===== config.mk =====
export PLATFORM = sky130hd
export DESIGN_NAME = opaddr_unit
export DESIGN_NICKNAME = d
export VERILOG_FILES = /design/src/rtl/opaddr_pkg.sv /design/src/rtl/opaddr_seq.sv /design/src/rtl/opaddr_calc.sv /design/src/rtl/opaddr_unit.sv
export SDC_FILE = /design/constraint.sdc
export NUM_CORES = 1
export LEC_CHECK = 0
export BUFFER_PORTS_ARGS = -buffer_cell sky130_fd_sc_hd__buf_2
export CAP_MARGIN = 25
export CORE_MARGIN = 3
export CORE_UTILIZATION = 30
export DETAILED_ROUTE_END_ITERATION = 8
export GPL_TIMING_DRIVEN = 1
export PLACE_DENSITY_LB_ADDON = 0.1
export SLEW_MARGIN = 40
export SYNTH_ARGS = -nofsm -noshare
export SYNTH_HDL_FRONTEND = slang
export SYNTH_SLANG_ARGS = --single-unit

===== constraint.sdc =====
create_clock -name clk -period 5.3 [get_ports clk]
set_input_delay 1.06 -clock clk [delete_from_list [all_inputs] [get_ports clk]]
set_output_delay 1.06 -clock clk [all_outputs]
set_load 0.02 [all_outputs]

===== src/rtl/opaddr_pkg.sv =====
package opaddr_pkg;

  typedef enum logic [2:0] {
    AM_ABS   = 3'd0,
    AM_IDX0  = 3'd1,
    AM_IDX8  = 3'd2,
    AM_IDX16 = 3'd3,
    AM_BRA   = 3'd4
  } amode_e;

  // number of operand bytes that follow the opcode
  function automatic logic [1:0] operand_bytes(input logic [2:0] m);
    case (m)
      AM_ABS, AM_IDX16: operand_bytes = 2'd2;
      AM_IDX8, AM_BRA:  operand_bytes = 2'd1;
      default:          operand_bytes = 2'd0;
    endcase
  endfunction

endpackage


===== src/rtl/opaddr_seq.sv =====
module opaddr_seq #(
  parameter int MAX_OPB = 2,
  localparam int CW = $clog2(MAX_OPB + 1)
) (
  input  logic          clk,
  input  logic          rst_n,
  input  logic          start,
  input  logic [CW-1:0] need,
  input  logic          byte_vld,
  output logic          start_acc,
  output logic          take,
  output logic          busy,
  output logic          done
);

  logic [CW-1:0] rem_q, rem_d;
  logic          done_q, done_d;

  assign busy      = (rem_q != '0);
  assign start_acc = start & ~busy & ~done_q;
  assign take      = busy & byte_vld;
  assign done      = done_q;

  always_comb begin
    rem_d  = rem_q;
    done_d = 1'b0;
    if (start_acc) begin
      if (need == '0) done_d = 1'b1;
      else            rem_d  = need;
    end else if (take) begin
      rem_d = rem_q - CW'(1);
      if (rem_q == CW'(1)) done_d = 1'b1;
    end
  end

  always_ff @(posedge clk or negedge rst_n) begin
    if (!rst_n) begin
      rem_q  <= '0;
      done_q <= 1'b0;
    end else begin
      rem_q  <= rem_d;
      done_q <= done_d;
    end
  end

  AST_DONE_PULSE: assert property (@(posedge clk) disable iff (!rst_n)
    done_q |=> !done_q);

  AST_DONE_CAUSE: assert property (@(posedge clk) disable iff (!rst_n)
    $rose(done_q) |-> $past(take || start_acc));

  AST_NO_REQ_WHILE_BUSY: assert property (@(posedge clk) disable iff (!rst_n)
    (busy && start) |=> ($past(rem_q) == rem_q) || ($past(take)));

endmodule


===== src/rtl/opaddr_calc.sv =====
module opaddr_calc
  import opaddr_pkg::*;
#(
  parameter int DW = 8,
  localparam int AW = 2 * DW
) (
  input  logic [2:0]    mode,
  input  logic [DW-1:0] idx,
  input  logic [AW-1:0] pc,
  input  logic          cond,
  input  logic [DW-1:0] ob_hi,
  input  logic [DW-1:0] ob_lo,
  output logic [AW-1:0] ea,
  output logic [1:0]    ilen,
  output logic [AW-1:0] next_pc
);

  logic [AW-1:0] idx_z, lo_z, lo_s, off_w, seq_pc;

  assign idx_z = {{(AW-DW){1'b0}}, idx};
  assign lo_z  = {{(AW-DW){1'b0}}, ob_lo};
  assign lo_s  = {{(AW-DW){ob_lo[DW-1]}}, ob_lo};
  assign off_w = {ob_hi, ob_lo};

  always_comb begin
    case (mode)
      AM_ABS: begin
        ea   = off_w;
        ilen = 2'd3;
      end
      AM_IDX8: begin
        ea   = idx_z + lo_z;
        ilen = 2'd2;
      end
      AM_IDX16: begin
        ea   = off_w + idx_z;
        ilen = 2'd3;
      end
      AM_BRA: begin
        ea   = pc + AW'(2) + lo_s;
        ilen = 2'd2;
      end
      default: begin
        ea   = idx_z;
        ilen = 2'd1;
      end
    endcase
  end

  assign seq_pc  = pc + {{(AW-2){1'b0}}, ilen};
  assign next_pc = (mode == AM_BRA && cond) ? ea : seq_pc;

endmodule


===== src/rtl/opaddr_unit.sv =====
module opaddr_unit
  import opaddr_pkg::*;
#(
  parameter int DW = 8,
  localparam int AW = 2 * DW
) (
  input  logic          clk,
  input  logic          rst_n,
  input  logic          start,
  input  logic [2:0]    mode,
  input  logic [DW-1:0] idx,
  input  logic [AW-1:0] pc,
  input  logic          cond,
  input  logic          byte_vld,
  input  logic [DW-1:0] byte_in,
  output logic [AW-1:0] ea,
  output logic [1:0]    ilen,
  output logic [AW-1:0] next_pc,
  output logic          done
);

  localparam logic [AW-1:0] IDX8_TOP = AW'(2 * ((1 << DW) - 1));
  localparam logic [AW-1:0] FWD_MAX  = AW'((1 << (DW - 1)) - 1);
  localparam logic [AW-1:0] BACK_MIN = AW'((1 << AW) - (1 << (DW - 1)));

  logic          start_acc, take, busy;
  logic [2:0]    mode_q;
  logic [DW-1:0] idx_q, ob_hi_q, ob_lo_q;
  logic [AW-1:0] pc_q;
  logic          cond_q;
  logic [AW-1:0] br_gap;

  opaddr_seq #(.MAX_OPB(2)) seq_i (
    .clk       (clk),
    .rst_n     (rst_n),
    .start     (start),
    .need      (operand_bytes(mode)),
    .byte_vld  (byte_vld),
    .start_acc (start_acc),
    .take      (take),
    .busy      (busy),
    .done      (done)
  );

  // context sampled with the accepted start
  always_ff @(posedge clk or negedge rst_n) begin
    if (!rst_n) begin
      mode_q <= AM_ABS;
      idx_q  <= '0;
      pc_q   <= '0;
      cond_q <= 1'b0;
    end else if (start_acc) begin
      mode_q <= mode;
      idx_q  <= idx;
      pc_q   <= pc;
      cond_q <= cond;
    end
  end

  // operand bytes shift in: first byte ends in ob_hi for two-byte forms
  always_ff @(posedge clk or negedge rst_n) begin
    if (!rst_n) begin
      ob_hi_q <= '0;
      ob_lo_q <= '0;
    end else if (take) begin
      ob_hi_q <= ob_lo_q;
      ob_lo_q <= byte_in;
    end
  end

  opaddr_calc #(.DW(DW)) calc_i (
    .mode    (mode_q),
    .idx     (idx_q),
    .pc      (pc_q),
    .cond    (cond_q),
    .ob_hi   (ob_hi_q),
    .ob_lo   (ob_lo_q),
    .ea      (ea),
    .ilen    (ilen),
    .next_pc (next_pc)
  );

  assign br_gap = ea - pc_q - AW'(2);

  AST_IDX0_PAGE: assert property (@(posedge clk) disable iff (!rst_n)
    (done && mode_q == AM_IDX0) |-> (ea[AW-1:DW] == '0));

  AST_IDX8_REACH: assert property (@(posedge clk) disable iff (!rst_n)
    (done && mode_q == AM_IDX8) |-> (ea <= IDX8_TOP));

  AST_BRA_SPAN: assert property (@(posedge clk) disable iff (!rst_n)
    (done && mode_q == AM_BRA) |-> (br_gap <= FWD_MAX || br_gap >= BACK_MIN));

  AST_SEQ_NEXT: assert property (@(posedge clk) disable iff (!rst_n)
    (done && !(mode_q == AM_BRA && cond_q)) |-> (next_pc - pc_q == {{(AW-2){1'b0}}, ilen}));

  AST_CTX_HELD: assert property (@(posedge clk) disable iff (!rst_n)
    (busy && !start_acc) |=> $stable(mode_q) && $stable(pc_q));

endmodule


=== Word-level counts from Yosys, hierarchy flattened ===
Cells that the tools add are included.

* Bits of input ports: 40
* Register bits: 47
* Word-level logic and storage cells: 49
* Output and inout bits: 35

* Add/sub/neg operators: 6
* Mux-type cells: 11
* Bitwise gates (word level): 5
* Reductions and logical operators: 11
* Equality and inequality tests: 8

{| class="wikitable"
|+ Operators with widths
! kind !! number
|-
| one-hot mux 16 bit (4 select lines) || 1
|-
| adder 16 bit || 1
|-
| adder 16 x 2 -> 16 bit || 1
|-
| adder 16 x 2 -> 16 bit, second input constant || 1
|-
| adder 16 x 8 -> 16 bit || 1
|-
| two-way mux 16 bit || 1
|-
| == test 3 x 2 -> 1 bit, second input constant || 4
|-
| adder 8 x 8 -> 9 bit || 1
|-
| one-hot mux 2 bit (2 select lines) || 2
|-
| OR reduction 2 bit || 4
|-
| == test 3 bit, second input constant || 2
|-
| logical NOT 3 bit || 2
|-
| two-way mux 2 bit || 3
|-
| two-way mux 1 bit || 4
|-
| nonzero test 2 bit || 2
|-
| AND 1 bit || 3
|-
| == test 2 x 1 -> 1 bit, second input constant || 1
|-
| logical NOT 2 bit || 1
|-
| inequality test 2 bit, second input constant || 1
|-
| inverter 1 bit || 2
|-
| AND reduction 2 bit || 1
|-
| subtractor 2 x 1 -> 2 bit, second input constant || 1
|-
| logical AND 1 bit || 1
|}

=== Logic depth before layout (Yosys ltp) ===
* Depth after elaboration: 6
* Mapped depth: 12
* Gate-level depth less buffers: 12

=== Hierarchy ===
From an unflattened synthesis, not the netlist that was laid out.

* Cells, all modules: 455
* Area, all modules: 4,369.2 um2

{| class="wikitable"
|+ By module, submodules not included
! module !! sequential area each (um2) !! area each (um2) !! cells each !! instances
|-
| opaddr_calc || 0.0 || 2,369.8 || 338 || 1
|-
| opaddr_unit || 1,101.1 || 1,808.0 || 97 || 1
|-
| opaddr_seq || 75.1 || 191.4 || 20 || 1
|}

=== Least setup slack after synthesis ===
No wires, ideal clock.

* Path kind: reg2out
* Start point: reg mode_q[2]
* End point: out next_pc[14]
* Data arrival time: 2.868 ns
* Stages on the path, launching flop included: 13
* Path slack: 1.372 ns
* Data required time: 4.240 ns
* Path buffers: 2
* Path through: dfrtp_1 clkbuf_1 clkbuf_1 nor2b_1 o21bai_1 ha_1 fa_1 nand3_1 nor2_1 nand2_1 nor2_1 xnor2_1 o21ai_0

* Word-level cells in the longest chain between the ends: 5
* Elaborated cells between the ends (all ways): 11
* Those cells by class: 1 x add/sub; 3 x eq/ne; 3 x mux; 4 x reduce/logical

{| class="wikitable"
|+ RTL lines
! item !! line !! text
|-
| start, declared || opaddr_unit.sv:27 || <nowiki>logic [2:0] mode_q;</nowiki>
|-
| start signal, assigned || opaddr_unit.sv:53 || <nowiki>mode_q <= mode;</nowiki>
|-
| == test 3 x 2 -> 1 bit, or another cell as far along || opaddr_calc.sv:26 || <nowiki>case (mode)</nowiki>
|-
| OR reduction 2 bit (no source line) || - ||
|-
| one-hot mux 2 bit (2 select lines) (*) || opaddr_calc.sv:26 ||
|-
| via ilen[0] || opaddr_unit.sv:17 || <nowiki>output logic [1:0] ilen,</nowiki>
|-
| adder 16 x 2 -> 16 bit (*) || opaddr_calc.sv:50 || <nowiki>assign seq_pc = pc + {{(AW-2){1'b0}}, ilen};</nowiki>
|-
| two-way mux 16 bit (*) || opaddr_calc.sv:51 || <nowiki>assign next_pc = (mode == AM_BRA && cond) ? ea : seq_pc;</nowiki>
|-
| end, declared || opaddr_unit.sv:18 || <nowiki>output logic [AW-1:0] next_pc,</nowiki>
|}

The timed path passes the listed nets; every way through them passes the cells marked *.

=== Worst setup path in the final report ===
* Start point: reg ob_lo_q[1]
* End point: out ea[13]

* Word-level cells in the longest chain between the ends: 2
* Elaborated cells between the ends (all ways): 3
* Those cells by class: 2 x add/sub; 1 x mux

{| class="wikitable"
|+ RTL lines
! item !! line !! text
|-
| start, declared || opaddr_unit.sv:28 || <nowiki>logic [DW-1:0] idx_q, ob_hi_q, ob_lo_q;</nowiki>
|-
| start signal, assigned || opaddr_unit.sv:67 || <nowiki>ob_lo_q <= byte_in;</nowiki>
|-
| adder 16 bit or adder 16 x 8 -> 16 bit (tied branches) || opaddr_calc.sv:40, opaddr_calc.sv:36 ||
|-
| one-hot mux 16 bit (4 select lines) (*) || opaddr_calc.sv:26 ||
|-
| end, declared || opaddr_unit.sv:16 || <nowiki>output logic [AW-1:0] ea,</nowiki>
|}

Mark *: on every way between the ends. The rest lies on a longest branch, timed or not.

==> results.sh <==
export IMPL_viasPerCell=5.19
export IMPL_final_cell_mix="buf_2, dfrtp_1, mux2_2"
export IMPL_grt_pass1_wl_um=18900
export IMPL_synth_seq_cells=47
export IMPL_antenna_cells=0
export IMPL_dr_first_iter_drc_count=212
export IMPL_yosysUniqueCellTypes=61
export IMPL_grt_setup_unrepaired="no"
export IMPL_nets=606
export IMPL_fin_tns_setup_ns=0
export IMPL_ctsResizeCount=0
export IMPL_die_w_um=123
export IMPL_placed_cell_area_mm2=0.00467
export IMPL_synthCells=455
export IMPL_rows=42
export IMPL_stdcell_count=699
export IMPL_finalSetupViolCount=0
export IMPL_yosysSeqAreaShare=0.285
export IMPL_cts_setup_buffers=0
export IMPL_synth_edf_count=0
export IMPL_path_clk_slew_ns=0.07
export IMPL_synth_async_reset_ratio=1.00
export IMPL_cts_buffer_depth=2
export IMPL_slew_headroom=0.496
export IMPL_endpoint_kind="output pin"
export IMPL_dr_pass1_iters=5
export IMPL_h_tree_depth=2
export IMPL_skew_ns=0.00908
export IMPL_finalMaxSlewViolations=0
export IMPL_max_cap_viol_count=0
export IMPL_cts_buffers=5
export IMPL_clk_latency_ns=0.30
export IMPL_final_area_mm2=0.00482
export IMPL_ys_warn_count=0
export IMPL_die_h_um=123
export IMPL_fin_crit_sh=0.853
export IMPL_fmax_mhz=221
export IMPL_syn2layout_area_growth_pct=16.8
export IMPL_hpwlAfterDp_um=9410
export IMPL_crit_required_ns=4.24
export IMPL_cp_max_fo=4
export IMPL_grt_usage=0.162
export IMPL_numClockSinks=47
export IMPL_post_drt_wl_per_cell_um=16.7
export IMPL_synth_nets=539
export IMPL_hold_class="flip-flop to flip-flop"
export IMPL_postSynthAreaPerCell_um2=9.07
export IMPL_ios=75
export IMPL_grt_max_degree=48
export IMPL_detail_route_antenna_nets=0
export IMPL_wl_um=11700
export IMPL_globalplace_congestion=0.838
export IMPL_min_period_ns=4.52
export IMPL_syn_area_mm2=0.00413
export IMPL_overflow=0
export IMPL_dp_cells=691
export IMPL_arrival_ns=3.46
export IMPL_vias=3628
export IMPL_cts_root_buf="clkbuf_16"
export IMPL_start_util=0.309
export IMPL_worst_pin_slew_ns=0.754
export IMPL_final_common_cell="buf_2"
export IMPL_outcome="completed"
export IMPL_portBuffers=74
export IMPL_core_area_mm2=0.0133
export IMPL_ctsHoldBuffers=0
export IMPL_startpoint_type="flip-flop"
export IMPL_die_area_mm2=0.0152
export IMPL_layout_drive_gt1_share=0.268
export IMPL_cts_tree="built"
export IMPL_grt_pass1_vias=3687
export IMPL_final_util=0.361
export IMPL_drc_errors=0
export IMPL_synth_top_flop_cell="dfrtp_1"
export IMPL_crit_type="flip-flop to output pin"
export IMPL_antenna_found_initial=0
export IMPL_fillCellCount=1450
export IMPL_hold_viol=0
## Yosys cell counts (all sizes together) (5+ instances only)
cell type	number	area share
nand2	35	0.032
clkbuf	15	0.014
nor2b	6	0.0091
inv	17	0.015
mux2	43	0.12
nor3	10	0.012
a21o	12	0.022
nand3	13	0.016
a211oi	8	0.016
o21ai	38	0.047
a21oi	28	0.035
ha	41	0.12
o22ai	8	0.012
dfrtp	47	0.28
xor2	13	0.028
nor4	5	0.0076
xnor2	22	0.047
nor2	31	0.028
## state kept, by name, indices dropped and copies added (netlist names)
register,flops
pc_q,16
mode_q,3
idx_q,8
ob_lo_q,8
ob_hi_q,8
seq_i.done,1
cond_q,1
seq_i.rem_q,2
## stage by stage
stage,hold WS (ns),setup WS (ns)
after floorplan,0.494,1.37
after detailed placement,0.567,1.10
after global routing,0.596,0.413
after CTS,0.581,0.754
after global placement,0.553,1.17
final,0.582,0.778
## per-layer routing
layer / wire [um] / GRT usage
met5: 0 / 0
met3: 524 / 0.0284
met2: 5550 / 0.274
met4: 197 / 0.0533
met1: 5420 / 0.210
## cells by family after synthesis
kind of cell | after synthesis | share of synthesized area
flip-flops | 47 | 0.285
multiplexers | 45 | 0.122
adder cells (fa/ha/maj) | 44 | 0.139
AO/OA/AOI/OAI | 128 | 0.206
buffers and inverters | 36 | 0.0379
XOR/XNOR | 35 | 0.0743
AND/OR/NAND/NOR | 120 | 0.136
## critical path, cell delays in order, from the launching register on
cell and delay, ns:
dfrtp_1 0.39, inv_1 0.12, ha_1 0.29, inv_1 0.04, ha_1 0.23, fa_1 0.43, a211oi_1 0.38, nor3_1 0.12
nor2_1 0.18, o21ai_0 0.15, a31oi_1 0.23, xor2_1 0.26, o221ai_1 0.15, buf_2 0.18
## layout make-up
cell class / instances / area (um2) / share of cell area
multi-input combinational: 372 / 2800 / 0.581
sequential: 47 / 1180 / 0.244
clock buffer: 7 / 143 / 0.0296
timing repair buffer: 79 / 408 / 0.0846
tap: 176 / 220 / 0.0457
inverter: 17 / 63.8 / 0.0132
clock inverter: 1 / 8.76 / 0.00182
## path summary, 6_finish.rpt
check / from / endpoint / slack [ns] / cells after the start
max: ob_lo_q[1] / ea[13] / 0.78 / 13
min: idx_q[5] / idx_q[5] / 0.58 / 1
max reg2reg: seq_i.rem_q[0] / pc_q[13] / 3.17 / 5
min reg2reg: idx_q[5] / idx_q[5] / 0.58 / 1
max in group asynchronous: rst_n / pc_q[14] / 4.02 / 2
min in group asynchronous: rst_n / ob_lo_q[5] / 0.84 / 2
Power is not shown: default switching activity piles up to over one toggle a cycle in this logic, so the estimate is an artifact.
